## src/rtl/prog_dma_pkg.sv

```systemverilog
package prog_dma_pkg;

   typedef enum logic [3:0] {
      ST_IDLE,
      ST_BOOT_RD,
      ST_BOOT_CAP,
      ST_HDR_RD,
      ST_HDR_CAP,
      ST_FETCH_RD,
      ST_FETCH_CAP,
      ST_ROUTINE,
      ST_SEND_RD,
      ST_SEND_CAP,
      ST_SEND_OUT,
      ST_RECV_IN,
      ST_RECV_WR,
      ST_NEXT,
      ST_FINISH
   } dma_state_t;

   localparam int unsigned INSTR_CELLS = 5;

endpackage

```

## src/rtl/dmac_span.sv

```systemverilog
module dmac_span #(
   parameter int unsigned ADDR_W = 20,
   parameter int unsigned CELL_W = 16,
   parameter int unsigned CNT_W  = 18
) (
   input  logic              clk,
   input  logic              rst_n,
   input  logic              ld_en,
   input  logic [2:0]        ld_idx,
   input  logic [CELL_W-1:0] ld_data,
   input  logic              step_addr,
   input  logic              step_cnt,
   output logic [ADDR_W-1:0] cur_addr,
   output logic              cnt_zero,
   output logic              cnt_last
);

   localparam int unsigned ADDR_HI_W = ADDR_W - CELL_W;
   localparam int unsigned CNT_HI_W  = CNT_W - CELL_W;

   if (ADDR_W <= CELL_W || ADDR_HI_W > CELL_W) begin : g_bad_addr_w
      $error("dmac_span: ADDR_W must exceed CELL_W by at most CELL_W");
   end
   if (CNT_W <= CELL_W || CNT_HI_W > CELL_W) begin : g_bad_cnt_w
      $error("dmac_span: CNT_W must exceed CELL_W by at most CELL_W");
   end

   logic [ADDR_W-1:0] addr_r;
   logic [CNT_W-1:0]  cnt_r;

   always_ff @(posedge clk or negedge rst_n) begin
      if (!rst_n) begin
         addr_r <= '0;
         cnt_r  <= '0;
      end else if (ld_en) begin
         case (ld_idx)
            3'd1:    cnt_r[CNT_W-1:CELL_W]   <= ld_data[CNT_HI_W-1:0];
            3'd2:    cnt_r[CELL_W-1:0]       <= ld_data;
            3'd3:    addr_r[ADDR_W-1:CELL_W] <= ld_data[ADDR_HI_W-1:0];
            3'd4:    addr_r[CELL_W-1:0]      <= ld_data;
            default: ;
         endcase
      end else begin
         if (step_addr) addr_r <= addr_r + 1'b1;
         if (step_cnt)  cnt_r  <= cnt_r - 1'b1;
      end
   end

   assign cur_addr = addr_r;
   assign cnt_zero = (cnt_r == '0);
   assign cnt_last = (cnt_r == CNT_W'(1));

   // the word count never wraps below zero
   assert_no_underflow_R9: assert property (@(posedge clk) disable iff (!rst_n)
      step_cnt |-> (cnt_r != '0));

endmodule

```

## src/rtl/dmac_stim_dec.sv

```systemverilog
module dmac_stim_dec #(
   parameter int unsigned N_MASTERS = 4,
   parameter int unsigned IDX_W     = 2
) (
   input  logic                 fire,
   input  logic [IDX_W-1:0]     idx,
   output logic [N_MASTERS-1:0] stim
);

   if (N_MASTERS < 2 || (1 << IDX_W) < N_MASTERS) begin : g_bad_masters
      $error("dmac_stim_dec: IDX_W too small for N_MASTERS");
   end

   for (genvar m = 0; m < N_MASTERS; m++) begin : g_line
      assign stim[m] = fire && (idx == IDX_W'(m));
   end

endmodule

```

## src/rtl/prog_dma.sv

```systemverilog
module prog_dma
   import prog_dma_pkg::*;
#(
   parameter int unsigned ADDR_W    = 20,
   parameter int unsigned CELL_W    = 16,
   parameter int unsigned PWORD_W   = 18,
   parameter int unsigned CNT_W     = 18,
   parameter int unsigned N_MASTERS = 4,
   parameter int unsigned BOOT_ADDR = 0
) (
   input  logic                 clk,
   input  logic                 rst_n,
   input  logic                 stim_i,
   output logic [N_MASTERS-1:0] stim_o,
   output logic                 busy,
   output logic                 mem_en,
   output logic                 mem_we,
   output logic [ADDR_W-1:0]    mem_addr,
   output logic [CELL_W-1:0]    mem_wdata,
   input  logic [CELL_W-1:0]    mem_rdata,
   output logic [CELL_W-1:0]    port_sel,
   output logic                 pout_valid,
   input  logic                 pout_ready,
   output logic [PWORD_W-1:0]   pout_data,
   input  logic                 pin_valid,
   output logic                 pin_ready,
   input  logic [PWORD_W-1:0]   pin_data
);

   localparam int unsigned EXT_W  = PWORD_W - CELL_W;
   localparam int unsigned MIDX_W = (N_MASTERS > 1) ? $clog2(N_MASTERS) : 1;
   localparam int unsigned PTR_PAD = ADDR_W - CELL_W;

   if (PWORD_W <= CELL_W || EXT_W > CELL_W) begin : g_bad_pword
      $error("prog_dma: PWORD_W must exceed CELL_W by at most CELL_W");
   end
   if (CELL_W < 4 || MIDX_W > CELL_W - 3) begin : g_bad_cell
      $error("prog_dma: CELL_W too narrow for opcode and master index");
   end
   if (BOOT_ADDR >= (64'd1 << ADDR_W)) begin : g_bad_boot
      $error("prog_dma: BOOT_ADDR outside the address space");
   end

   dma_state_t          state;
   logic [ADDR_W-1:0]   ip;
   logic [CELL_W-1:0]   op_cell;
   logic [CELL_W-1:0]   port_sel_r;
   logic [2:0]          fidx;
   logic                half;
   logic [EXT_W-1:0]    ext_r;
   logic [PWORD_W-1:0]  word_r;

   logic                dir_in, wide;
   logic [ADDR_W-1:0]   span_addr;
   logic                cnt_zero, cnt_last;
   logic                span_ld, step_addr, step_cnt, wr_hi;

   assign dir_in = op_cell[CELL_W-2];
   assign wide   = op_cell[CELL_W-3];
   assign wr_hi  = wide && !half;

   assign span_ld   = (state == ST_FETCH_CAP) && (fidx != 3'd0);
   assign step_addr = (state == ST_SEND_RD) || (state == ST_RECV_WR);
   assign step_cnt  = ((state == ST_SEND_OUT) && pout_ready) ||
                      ((state == ST_RECV_WR) && !wr_hi);

   dmac_span #(
      .ADDR_W (ADDR_W),
      .CELL_W (CELL_W),
      .CNT_W  (CNT_W)
   ) i_span (
      .clk       (clk),
      .rst_n     (rst_n),
      .ld_en     (span_ld),
      .ld_idx    (fidx),
      .ld_data   (mem_rdata),
      .step_addr (step_addr),
      .step_cnt  (step_cnt),
      .cur_addr  (span_addr),
      .cnt_zero  (cnt_zero),
      .cnt_last  (cnt_last)
   );

   dmac_stim_dec #(
      .N_MASTERS (N_MASTERS),
      .IDX_W     (MIDX_W)
   ) i_stim_dec (
      .fire (state == ST_FINISH),
      .idx  (op_cell[MIDX_W-1:0]),
      .stim (stim_o)
   );

   always_ff @(posedge clk or negedge rst_n) begin
      if (!rst_n) begin
         state      <= ST_IDLE;
         ip         <= '0;
         op_cell    <= '0;
         port_sel_r <= '0;
         fidx       <= '0;
         half       <= 1'b0;
         ext_r      <= '0;
         word_r     <= '0;
      end else begin
         case (state)
            ST_IDLE:     if (stim_i) state <= ST_BOOT_RD;
            ST_BOOT_RD:  state <= ST_BOOT_CAP;
            ST_BOOT_CAP: begin
               ip    <= {{PTR_PAD{1'b0}}, mem_rdata};
               state <= ST_HDR_RD;
            end
            ST_HDR_RD:   state <= ST_HDR_CAP;
            ST_HDR_CAP: begin
               port_sel_r <= mem_rdata;
               ip         <= ip + 1'b1;
               fidx       <= '0;
               state      <= ST_FETCH_RD;
            end
            ST_FETCH_RD: state <= ST_FETCH_CAP;
            ST_FETCH_CAP: begin
               if (fidx == 3'd0) begin
                  op_cell <= mem_rdata;
                  if (!mem_rdata[CELL_W-1]) begin
                     state <= ST_FINISH;
                  end else begin
                     fidx  <= 3'd1;
                     state <= ST_FETCH_RD;
                  end
               end else if (fidx == 3'(INSTR_CELLS - 1)) begin
                  state <= ST_ROUTINE;
               end else begin
                  fidx  <= fidx + 1'b1;
                  state <= ST_FETCH_RD;
               end
            end
            ST_ROUTINE: if (pout_ready) begin
               half <= 1'b0;
               if (cnt_zero)    state <= ST_NEXT;
               else if (dir_in) state <= ST_RECV_IN;
               else             state <= ST_SEND_RD;
            end
            ST_SEND_RD:  state <= ST_SEND_CAP;
            ST_SEND_CAP: begin
               if (wide && !half) begin
                  ext_r <= mem_rdata[EXT_W-1:0];
                  half  <= 1'b1;
                  state <= ST_SEND_RD;
               end else begin
                  word_r <= wide ? {ext_r, mem_rdata} : {{EXT_W{1'b0}}, mem_rdata};
                  half   <= 1'b0;
                  state  <= ST_SEND_OUT;
               end
            end
            ST_SEND_OUT: if (pout_ready) state <= cnt_last ? ST_NEXT : ST_SEND_RD;
            ST_RECV_IN:  if (pin_valid) begin
               word_r <= pin_data;
               half   <= 1'b0;
               state  <= ST_RECV_WR;
            end
            ST_RECV_WR: begin
               if (wr_hi) begin
                  half <= 1'b1;
               end else begin
                  half  <= 1'b0;
                  state <= cnt_last ? ST_NEXT : ST_RECV_IN;
               end
            end
            ST_NEXT: begin
               ip    <= ip + ADDR_W'(INSTR_CELLS);
               fidx  <= '0;
               state <= ST_FETCH_RD;
            end
            ST_FINISH:   state <= ST_IDLE;
            default:     state <= ST_IDLE;
         endcase
      end
   end

   always_comb begin
      mem_en    = 1'b0;
      mem_we    = 1'b0;
      mem_addr  = span_addr;
      mem_wdata = wr_hi ? {{(CELL_W-EXT_W){1'b0}}, word_r[PWORD_W-1:CELL_W]}
                        : word_r[CELL_W-1:0];
      case (state)
         ST_BOOT_RD:  begin mem_en = 1'b1; mem_addr = ADDR_W'(BOOT_ADDR); end
         ST_HDR_RD:   begin mem_en = 1'b1; mem_addr = ip; end
         ST_FETCH_RD: begin mem_en = 1'b1; mem_addr = ip + ADDR_W'(fidx); end
         ST_SEND_RD:  mem_en = 1'b1;
         ST_RECV_WR:  begin mem_en = 1'b1; mem_we = 1'b1; end
         default: ;
      endcase
   end

   assign busy       = (state != ST_IDLE);
   assign port_sel   = port_sel_r;
   assign pout_valid = (state == ST_ROUTINE) || (state == ST_SEND_OUT);
   assign pout_data  = (state == ST_ROUTINE) ? {{EXT_W{1'b0}}, op_cell} : word_r;
   assign pin_ready  = (state == ST_RECV_IN);

   // an idle engine is silent on every interface
   assert_idle_quiet_R1: assert property (@(posedge clk) disable iff (!rst_n)
      !busy |-> (!mem_en && !pout_valid && !pin_ready && (stim_o == '0)));

   // a run only begins after a start stimulus
   assert_start_cause_R2: assert property (@(posedge clk) disable iff (!rst_n)
      $rose(busy) |-> $past(stim_i));

   // writes are always qualified by the access enable
   assert_write_enabled_R7: assert property (@(posedge clk) disable iff (!rst_n)
      mem_we |-> mem_en);

   // at most one master is stimulated, and the run then ends
   assert_stim_onehot_R10: assert property (@(posedge clk) disable iff (!rst_n)
      $onehot0(stim_o));
   assert_finish_idle_R10: assert property (@(posedge clk) disable iff (!rst_n)
      (stim_o != '0) |=> !busy);

   // an offered word is held until taken; directions never overlap
   assert_hold_data_R12: assert property (@(posedge clk) disable iff (!rst_n)
      (pout_valid && !pout_ready) |=> (pout_valid && $stable(pout_data)));
   assert_port_exclusive_R12: assert property (@(posedge clk) disable iff (!rst_n)
      !(pout_valid && pin_ready));

endmodule

```

## config.mk

```make
export PLATFORM = sky130hd
export DESIGN_NAME = prog_dma
export DESIGN_NICKNAME = d
export VERILOG_FILES = /design/src/rtl/prog_dma_pkg.sv /design/src/rtl/dmac_span.sv /design/src/rtl/dmac_stim_dec.sv /design/src/rtl/prog_dma.sv
export SDC_FILE = /design/constraint.sdc
export NUM_CORES = 1
export LEC_CHECK = 0
export BUFFER_PORTS_ARGS = -buffer_cell sky130_fd_sc_hd__buf_2
export CAP_MARGIN = 25
export CELL_PAD_IN_SITES_DETAIL_PLACEMENT = 1
export CELL_PAD_IN_SITES_GLOBAL_PLACEMENT = 2
export CORE_UTILIZATION = 30
export DETAILED_ROUTE_END_ITERATION = 8
export PLACE_DENSITY = 0.82
export SLEW_MARGIN = 20
export SYNTH_ARGS = -nofsm -noshare
export SYNTH_HDL_FRONTEND = slang
export SYNTH_SLANG_ARGS = --single-unit
```

## constraint.sdc

```tcl
create_clock -name clk -period 3.15 [get_ports clk]
set_clock_uncertainty 0.1 [all_clocks]
set_input_delay 0.315 -clock clk [delete_from_list [all_inputs] [get_ports clk]]
set_output_delay 0.315 -clock clk [all_outputs]
set_load 0.1 [all_outputs]
```

; Word-level counts from Yosys, hierarchy flattened
; Cells that the tools add are included.
[classes]
n_addsub = 6
eq_ne = 34
mux = 40
n_reduce_logical = 38
[ops]
columns = op, n
row1 = 20-bit one-hot mux with 3 select lines, 2
row2 = 18-bit 2-to-1 mux, 6
row3 = 4-bit one-hot mux with 13 select lines, 1
row4 = 16-bit 2-to-1 mux, 3
row5 = 20-bit by 1-bit adder with 20-bit output (second input constant), 2
row6 = 20-bit 2-to-1 mux, 2
row7 = 18-bit one-hot mux with 2 select lines, 1
row8 = 4-bit 2-to-1 mux, 8
row9 = 4-bit equality test (second input constant), 7
row10 = 20-bit by 3-bit adder with 20-bit output, 1
row11 = 20-bit by 3-bit adder with 20-bit output (second input constant), 1
row12 = 2-bit inequality test (second input constant), 10
row13 = 18-bit by 1-bit equality test with 1-bit output (second input constant), 1
row14 = 18-bit logical NOT, 1
row15 = 3-bit 2-to-1 mux, 6
row16 = 18-bit by 1-bit subtractor with 18-bit output (second input constant), 1
row17 = 4-bit by 3-bit equality test with 1-bit output (second input constant), 4
row18 = 2-bit AND reduction, 6
row19 = 3-bit AND reduction, 3
row20 = 3-bit nonzero test, 3
row21 = 4-bit by 2-bit equality test with 1-bit output (second input constant), 2
row22 = 1-bit logical AND, 8
row23 = 2-bit 2-to-1 mux, 4
row24 = 2-bit nonzero test, 4
row25 = 20 further kinds, 31
[totals]
register_bits = 118

; Longest topological paths before layout
; Gate-level depths: netlist (run 1).
[logic_depth]
depth_word = 7
mapped_depth = 12
depth_no_buf = 8

; By module
; Synthesis (run 1) repeated with hierarchy kept, for this count alone.
[hier_totals]
cells_unflattened = 873
area_unflattened_um2 = 7857.5
[modules_own_cells]
columns = module, instances, cells_each, area_each_um2, seq_area_each_um2
row1 = prog_dma, 1, 561, 5191.2, 2001.9
row2 = dmac_span, 1, 308, 2628.8, 950.9
row3 = dmac_stim_dec, 1, 4, 37.5, 0.0

; Worst setup path after synthesis (run 1)
; OpenSTA, ideal clock, no wires.
[synth_timing]
path_kind = register to output
start = register ip[0]
end = output mem_addr[12]
arrival_ps = 5134
slack_ps = -2399
path_stages_with_launch = 8
cell_sequence = dfrtp_1 > ha_1 > inv_1 > fa_1 > nor2b_1 > nor2_1 > or3_1 > o311ai_0
[synth_between]
elab_chain_cells = 2
[synth_lines]
columns = element, line
row1 = from (decl), prog_dma.sv:45  ; logic [ADDR_W-1:0] ip;
row2 = from (signal assigned), prog_dma.sv:108  ; ip <= {{PTR_PAD{1'b0}}, mem_rdata};
row3 = from (signal assigned), prog_dma.sv:114  ; ip <= ip + 1'b1;
row4 = from (signal assigned), prog_dma.sv:168  ; ip <= ip + ADDR_W'(INSTR_CELLS);
row5 = 20-bit by 3-bit adder with 20-bit output, prog_dma.sv:187  ; ST_FETCH_RD: begin mem_en = 1'b1; mem_addr = ip + ADDR_W'(fidx); end
row6 = 20-bit one-hot mux with 3 select lines, prog_dma.sv:184  ; case (state)
row7 = to (decl), prog_dma.sv:18  ; output logic [ADDR_W-1:0] mem_addr,
; No other way between the ends.

; Worst setup path in the final report (run 1)
[layout_timing]
start = register ip[1]
end = output mem_addr[19]
; The elaborated chain is that of the path after synthesis.

==> results of run 1 <==
[kinds of logic (layout without fill, tap and decap cells)]
kind of cell | after synthesis | after routing
buf+inv | 85 | 218
mux | 37 | 37
compound gates | 277 | 277
xor+xnor | 5 | 5
flops | 118 | 118
simple gates | 388 | 388
fa+ha+maj | 15 | 15
[cells in the mapped netlist (5+ instances only)]
library cell	number
dfrtp_1	118
a21o_1	8
a2bb2oi_1	5
nand3_1	28
nand2_1	160
and2_1	17
a41oi_1	9
a22oi_1	8
nand2b_1	10
a31oi_1	37
ha_1	14
o31ai_1	5
clkbuf_1	17
or4_1	5
o22a_1	18
o21ai_0	59
o311ai_0	11
mux2_2	34
a221o_1	8
buf_2	38
and3_1	13
o211ai_1	10
nor3_1	15
nor2b_1	10
a21oi_1	59
nor4_1	7
nor2_1	79
nand4_1	11
inv_1	18
[layer usage]
metal  vias to the layer above  GRT usage  wire [µm]
li1                       3640          -          -
met5                         -          0          0
met3                        43     0.0338       1170
met2                       180      0.371      14400
met1                      4051      0.317      13600
met4                         0     0.0960        871
[area by class of cell]
type / count / area share
clock buffers: 17 / 0.0427
repair buffers: 167 / 0.132
clock inverters: 15 / 0.0181
multi-input cells: 722 / 0.462
flip-flops and latches: 118 / 0.297
inverters: 19 / 0.00717
well taps: 330 / 0.0415
[through the flow]
| stage | hold WS (ns) | TNS, ns | setup slack, ns | utilization | area [µm²] |
|---|---|---|---|---|---|
| after global routing | 0.0414 | -0.000812 | -0.000812 | 0.393 | 9950 |
| after global placement | 0.353 | 0 | 0.335 | 0.365 | 9240 |
| after CTS | 0.0245 | -0.0154 | -0.0154 | 0.390 | 9870 |
| final | 0.0345 | 0 | 0.0926 | 0.393 | 9950 |
| after detailed placement | 0.342 | 0 | 0.302 | 0.365 | 9240 |
| after floorplan | -0.0806 | -1.81 | -0.757 | - | 7890 |
[state kept, by name, summed over array words and instances, names as in the netlist, 3 cells and up]
signal / cells
i_span.cur_addr: 20
ip: 20
i_span.cnt_r: 18
word_r: 18
op_cell: 16
port_sel: 16
state: 4
fidx: 3
[timing repair]
item / 4_1_cts / 5_1_grt
hold buffers: 1 / 0
pin swaps: 0 / 3
gates resized for setup: 6 / 14
endpoints found under the hold margin: 52 / 0
setup endpoints to repair: 4 / 9
setup buffers: 0 / 5
[how the worst min path moves through the flow]
stage	startpoint	to	cells past startpoint	slack (ns)
detailed placement	rst_n	ip[18]$_DFFE_PN0P_	1	0.34
global placement	rst_n	ip[18]$_DFFE_PN0P_	1	0.35
CTS	pin_data[12]	word_r[12]$_DFFE_PN0P_	3	0.02
global route	pin_data[5]	word_r[5]$_DFFE_PN0P_	3	0.04
finish	pin_data[16]	word_r[16]$_DFFE_PN0P_	3	0.03
floorplan	rst_n	ext_r[0]$_DFFE_PN0P_	0	-0.08
[worst max-delay path, delay by kind of cell, from the launching register on]
family	cells	cell delay, ns
AND/OR/NAND/NOR	1	0.15
adder cells (fa/ha/maj)	1	0.31
AO/OA/AOI/OAI	4	0.99
flip-flops	1	0.45
buffers and inverters	1	0.33
==> impl_metrics.toml, run 1 <==
[status]
outcome = "completed"

[routing]
wirelength_um = 30000
ant_nets = 0
num_vias = 7914
drc = 0
drt_pre_antenna_iters = 6
drtIter0Drc = 530
wl_per_cell_um = 21.6
avgViaCountPerCell = 5.70

[layout]
drive_gt1_frac = 0.263
final_cell_mix = "nand2_1 (158), dfrtp_1 (116), buf_2 (94)"
final_common_cell = "nand2_1"
fillCellCount = 2965
fin_nets = 1099
regArea_mm2 = 0.00296
fin_cells = 1388
area_delta_synth_final_pct = 27.6
n_antenna_cell = 0
multi_input_area_mm2 = 0.00460

[clocking]
clock_latency_ns = 0.43
cts_max_level = 4
cts_max_path_buffers = 2
clk_pin_slew_ns = 0.06
cts_tree = "done"
cts_sinks = 118
cts-buffers-inserted = 17
cts-root-buf = "clkbuf_16"

[worst_setup_path]
slowest_stage = "dfrtp_1"
worst_r2r_path_depth = 9
crit_path_start = "ip[1]$_DFFE_PN0P_"
path_cells = "ha_1, a21o_1, a21o_1, nand4_1, o31ai_1, a221o_1, clkbuf_4"
endpoint = "mem_addr[19]"
cp_max_fo = 6
r2r_end = "i_span.cur_addr[3]$_DFFE_PN0P_"
worstPathRequired_ns = 2.73
crit_path_max_incr_delay_ns = 0.45
crit_arrival_ns = 2.64
worst-setup-path-type = "reg2out"
regToRegStartpoint = "fidx[0]$_DFFE_PN0P_"
crit_top_cell = "a21o_1"
cp-start-kind = "flip-flop"
regToRegSetupSlack_ns = 0.49
end_kind = "primary output"

[logic_synthesis]
synth_seq_area_share = 0.379
synth.top_cell.area_share = 0.379
synth_top_area_cell = "dfrtp_1"
syn_area_mm2 = 0.00780
synthSimpleGateAreaFrac = 0.247
synth_compound_area_frac = 0.239
synth-main-ff-cell = "dfrtp_1"
yosysWarnings = 0
synth_xor_area_frac = 0.00658
netlist_top_cells_area = "dfrtp_1 (38%), nand2_1 (7.7%), mux2_2 (4.9%)"
synth_nets = 979
synth_seq_cells = 118
ys_types = 86
async_flop_share = 1.00
synth_top_family_by_area = "simple AND/OR/NAND/NOR gates"
synth-adder-area-share = 0.0250
synth_mux_area_frac = 0.0529
synth_area_per_cell_um2 = 8.43
synth_edf_count = 0
netlist_instances = 925

[die]
top_level_ports = 118
die-area_mm2 = 0.0266
core-area_mm2 = 0.0253
die_h_um = 163
initial_core_util = 0.308
die-width_um = 163
num_rows = 58

[sta]
slew_violations = 0
fin_crit_ns = 3.06
setup_viol = 0
worst-slew-pin-transition_ns = 0.824
fin_crit_sh = 0.971
hold_viol_final = 0
fmax_mhz = 327
max_slew_margin = 0.446

[global_route]
grt_pass1_vias = 8031
grt_max_degree = 56
antenna_found_initial = 0
globalRouteOverflowTotal = 0
grtUsageTotal = 0.234
grt_pass1_wl_um = 47400

[placement]
routabilityCongestion = 0.921
numPortBuffers = 117
hpwl_um = 21500
dpl.cell_count = 1350

[run]
cap_violations = 0

[min_path]
hold_class = "in2reg"
Power of run 1 is left out: the tool's default activity adds up to more than one toggle a clock period on the data nets, which glitch-free logic cannot reach.
==> inputs of run 2 (changes only) <==
==> constraint.sdc (replaced) <==
create_clock -name clk -period 2.9 [get_ports clk]
set_clock_uncertainty 0.1 [all_clocks]
set_input_delay 0.29 -clock clk [delete_from_list [all_inputs] [get_ports clk]]
set_output_delay 0.29 -clock clk [all_outputs]
set_load 0.1 [all_outputs]
==> impl_metrics.toml, run 2 (same netlist as run 1, synthesis figures left out) <==
[die]
die-width_um = 163
core-area_mm2 = 0.0253
die_h_um = 163
top_level_ports = 118
die-area_mm2 = 0.0266
initial_core_util = 0.308
num_rows = 58

[layout]
final_cell_mix = "nand2_1 (159), dfrtp_1 (107), buf_2 (77)"
final_common_cell = "nand2_1"
finish.instance_area_mm2 = 0.0104
area_delta_synth_final_pct = 33.6
n_antenna_cell = 0
fin_nets = 1113
drive_gt1_frac = 0.292

[routing]
num_vias = 7976
avgViaCountPerCell = 5.69
route.met3.wl_um = 1540
drt_pre_antenna_iters = 5
topRoutingLayerUsed = "met4"
wirelength_um = 30200
wl_per_cell_um = 21.5
dr_wl_met2_um = 14500
drc = 0
wl_met1_um = 13200
ant_nets = 0
drtIter0Drc = 539

[worst_setup_path]
worstPathRequired_ns = 2.51
cp_max_fo = 6
regToRegSetupSlack_ns = 0.19
cp_num_buf_inv = 2
crit_arrival_ns = 2.55
end_kind = "primary output"
worst-setup-path-type = "reg2out"
cp-start-kind = "flip-flop"
crit_path_start = "fidx[0]$_DFFE_PN0P_"
slowest_stage = "fa_2"
crit_path_max_incr_delay_ns = 0.41
path_cells = "ha_2, inv_2, fa_2, nor2b_4, nor2_4, or3_4, o311ai_4, buf_12"
cp_top_family = "adder cells"
regToRegStartpoint = "fidx[0]$_DFFE_PN0P_"

[clocking]
clock_latency_ns = 0.43
cts-buffers-inserted = 17
cts_max_level = 4
clk_pin_slew_ns = 0.06
cts_tree = "done"
cts_max_path_buffers = 2
cts-root-buf = "clkbuf_16"
cts_sinks = 118

[placement]
hpwl_um = 21800
dpl_cell_area_mm2 = 0.00967
routabilityCongestion = 0.890
numPortBuffers = 117

[status]
violations = "setup timing"
outcome = "complete, but fails checks"

[min_path]
hold_class = "in2reg"
worstHoldStart = "pin_data[0]"

[global_route]
grt_pass1_wl_um = 46900
grtUsageTotal = 0.233
grt_pass1_vias = 8049
antenna_found_initial = 0
globalRouteOverflowTotal = 0
grt_max_degree = 48

[sta]
max_slew_margin = 0.512
rsz0062_at_grt = "yes"
slew_violations = 0
fin_crit_ns = 2.94
holdWs_ns = 0.00908
hold_viol_final = 0
worst-slew-pin-transition_ns = 0.732
setup_viol = 1
fmax_mhz = 341
fin_crit_sh = 1.01
timing.final.ws_setup_ns = -0.0366

[run]
cap_violations = 0
run 2: cell count changes in the layout (fill, tap and decap cells not counted), moves of 3 or more:
cell | before | now
buf_12 | 23 | 39
o311ai_4 | 3 | 7
o21ai_0 | 52 | 48
o21ai_2 | 1 | 4
dfrtp_1 | 116 | 107
dfrtp_2 | 2 | 11
buf_4 | 47 | 63
buf_2 | 94 | 77
run 2: layout make-up:
class | instances | area, µm²
repair buffers | 181 | 1660
clock inverters | 15 | 159
inverters | 19 | 71.3
clock buffers | 17 | 425
multi-input cells | 722 | 4730
well taps | 330 | 413
fillers | 2933 | 14900
flip-flops and latches | 118 | 2970
run 2: worst paths after layout:
kind,end,cells past startpoint
max in group asynchronous,half$_DFFE_PN0P_,3
setup / recovery,mem_addr[12],8
hold / removal,word_r[0]$_DFFE_PN0P_,3
min in group asynchronous,ip[16]$_DFFE_PN0P_,2
hold reg to reg,port_sel[10]$_DFFE_PN0P_,1
setup reg to reg,i_span.cur_addr[18]$_DFFE_PN0P_,10
run 2: metrics by stage:
stage          TNS [ns]  std cells  utilization  worst slack (ns)
5_1_grt          -0.409       1402        0.411           -0.0932
6_report        -0.0366       1402        0.411           -0.0366
4_1_cts               0       1396        0.408           0.00201
3_3_place_gp          0       1360        0.382             0.202
2_1_floorplan    -0.629        925            -            -0.522
3_5_place_dp          0       1360        0.382             0.169
run 2: routing by layer:
layer / vias up / track usage
li1: 3663 / -
met4: 0 / 0.0930
met5: - / 0
met2: 220 / 0.376
met3: 48 / 0.0389
met1: 4045 / 0.309
run 2: repair_timing:
action,in CTS,in global routing
endpoints found under the setup margin,17,20
gates resized for setup,18,23
hold buffers,1,0
endpoints found under the hold margin,44,0
buffers inserted,3,7
pin swaps,2,10
run 2: tightest hold or removal path, cell delays in order:
cell,delay [ns]
buf_2,0.09
nand2_1,0.05
a31oi_1,0.07
Power of run 2 is left out for the same reason.
==> inputs of run 3 (changes only) <==
--- a/config.mk
+++ b/config.mk
@@ -9,9 +9,9 @@
 export CAP_MARGIN = 25
 export CELL_PAD_IN_SITES_DETAIL_PLACEMENT = 1
 export CELL_PAD_IN_SITES_GLOBAL_PLACEMENT = 2
-export CORE_UTILIZATION = 30
+export CORE_UTILIZATION = 35
 export DETAILED_ROUTE_END_ITERATION = 8
-export PLACE_DENSITY = 0.82
+export PLACE_DENSITY = 0.92
 export SLEW_MARGIN = 20
 export SYNTH_ARGS = -nofsm -noshare
 export SYNTH_HDL_FRONTEND = slang
==> impl_metrics.toml, run 3 (same netlist as run 1, synthesis figures left out) <==
[routing]
ant_nets = 0
wirelength_um = 30000
drtIter0Drc = 531
num_vias = 8107
drc = 0
avgViaCountPerCell = 6.01
drt_pre_antenna_iters = 5
wl_per_cell_um = 22.2

[layout]
area_delta_synth_final_pct = 32.4
multi_input_area_mm2 = 0.00474
final_util = 0.473
drive_gt1_frac = 0.283
final_cell_mix = "nand2_1 (158), dfrtp_1 (113), buf_2 (78)"
fillCellCount = 2530
final_common_cell = "nand2_1"
regArea_mm2 = 0.00296
fin_nets = 1110

[sta]
worst-slew-pin-transition_ns = 0.621
hold_viol_final = 0
rsz0062_at_grt = "yes"
fin_crit_ns = 2.94
max_slew_margin = 0.583
holdWs_ns = 0.0107
timing.final.ws_setup_ns = -0.0366
slew_violations = 0
fmax_mhz = 341
setup_viol = 1
fin_crit_sh = 1.01

[placement]
place_ws_ns = 0.123
routabilityCongestion = 0.891
numPortBuffers = 117
hpwl_um = 21500

[global_route]
grtUsageTotal = 0.272
grt_max_degree = 48
globalRouteOverflowTotal = 0
grt_pass1_vias = 8115
grt_pass1_wl_um = 46500
antenna_found_initial = 1

[worst_setup_path]
cp-start-kind = "flip-flop"
crit_path_start = "ip[0]$_DFFE_PN0P_"
cp_max_fo = 7
crit_arrival_ns = 2.55
end_kind = "primary output"
regToRegStartpoint = "fidx[0]$_DFFE_PN0P_"
worstPathRequired_ns = 2.51
worst-setup-path-type = "reg2out"

[clocking]
cts_tree = "done"
cts-buffers-inserted = 17
cts_max_level = 4
cts_max_path_buffers = 2
cts-root-buf = "clkbuf_16"
cts_sinks = 118
clock_latency_ns = 0.43
clk_pin_slew_ns = 0.07

[status]
violations = "setup timing"
outcome = "complete, but fails checks"

[die]
core-area_mm2 = 0.0218
die-area_mm2 = 0.0229
die-width_um = 151
num_rows = 54
initial_core_util = 0.357
top_level_ports = 118
die_h_um = 151

[run]
cap_violations = 0

[min_path]
worstHoldStart = "pin_data[10]"
hold_class = "in2reg"
run 3: changes by cell type in the layout (fill, tap and decap cells not counted), sizes merged:
cell,delta
buf,-4
bufinv,-1
clkbuf,+1
diode,+1
inv,-1
clkinv,+2
run 3: worst paths after layout:
| check | slack [ns] | cells after the start | end |
|---|---|---|---|
| worst max-delay path | -0.04 | 8 | mem_addr[12] |
| worst max register to register | 0.27 | 10 | i_span.cur_addr[17]$_DFFE_PN0P_ |
| worst min register to register | 0.39 | 2 | op_cell[15]$_DFFE_PN0P_ |
| min in group asynchronous | 0.27 | 2 | ip[16]$_DFFE_PN0P_ |
| worst min-delay path | 0.01 | 3 | word_r[10]$_DFFE_PN0P_ |
| max in group asynchronous | 1.75 | 3 | i_span.cnt_r[7]$_DFFE_PN0P_ |
run 3: through the flow:
step                setup TNS (ns)  cell area [µm²]  cells
detailed placement               0             9640   1313
CTS                        -0.0258            10300   1347
floorplan                   -0.629             8020    925
finish                     -0.0366            10300   1350
global route                -0.286            10300   1349
global placement                 0             9640   1313
run 3: what timing repair did:
item	in CTS	in global routing
endpoints found under the hold margin	34	0
setup buffers	1	2
cloned	0	0
resized for setup	13	21
endpoints found under the setup margin	15	17
hold buffers	1	0
pin swaps	1	3
run 3: layout make-up:
type                    count  area share
flip-flops and latches    118       0.287
repair buffers            178       0.159
well taps                 280      0.0339
clock buffers              17      0.0412
diodes                      1    0.000242
multi-input cells         722       0.459
inverters                  19     0.00691
clock inverters            15      0.0130
run 3: worst max-delay path, cell delays in order, from the launching register on:
cell and delay, ns:
dfrtp_1 0.37, ha_2 0.20, inv_2 0.04, fa_2 0.37, nor2b_4 0.16, nor2_4 0.08
or3_4 0.40, o311ai_4 0.26, buf_12 0.21
run 3: routing by layer:
layer	GRT usage	wire length [µm]	up-vias
li1	-	-	3669
met2	0.433	14300	245
met1	0.355	12900	4119
met5	0	13	-
met3	0.0479	1510	72
met4	0.136	1180	2
Power of run 3 is left out for the same reason.
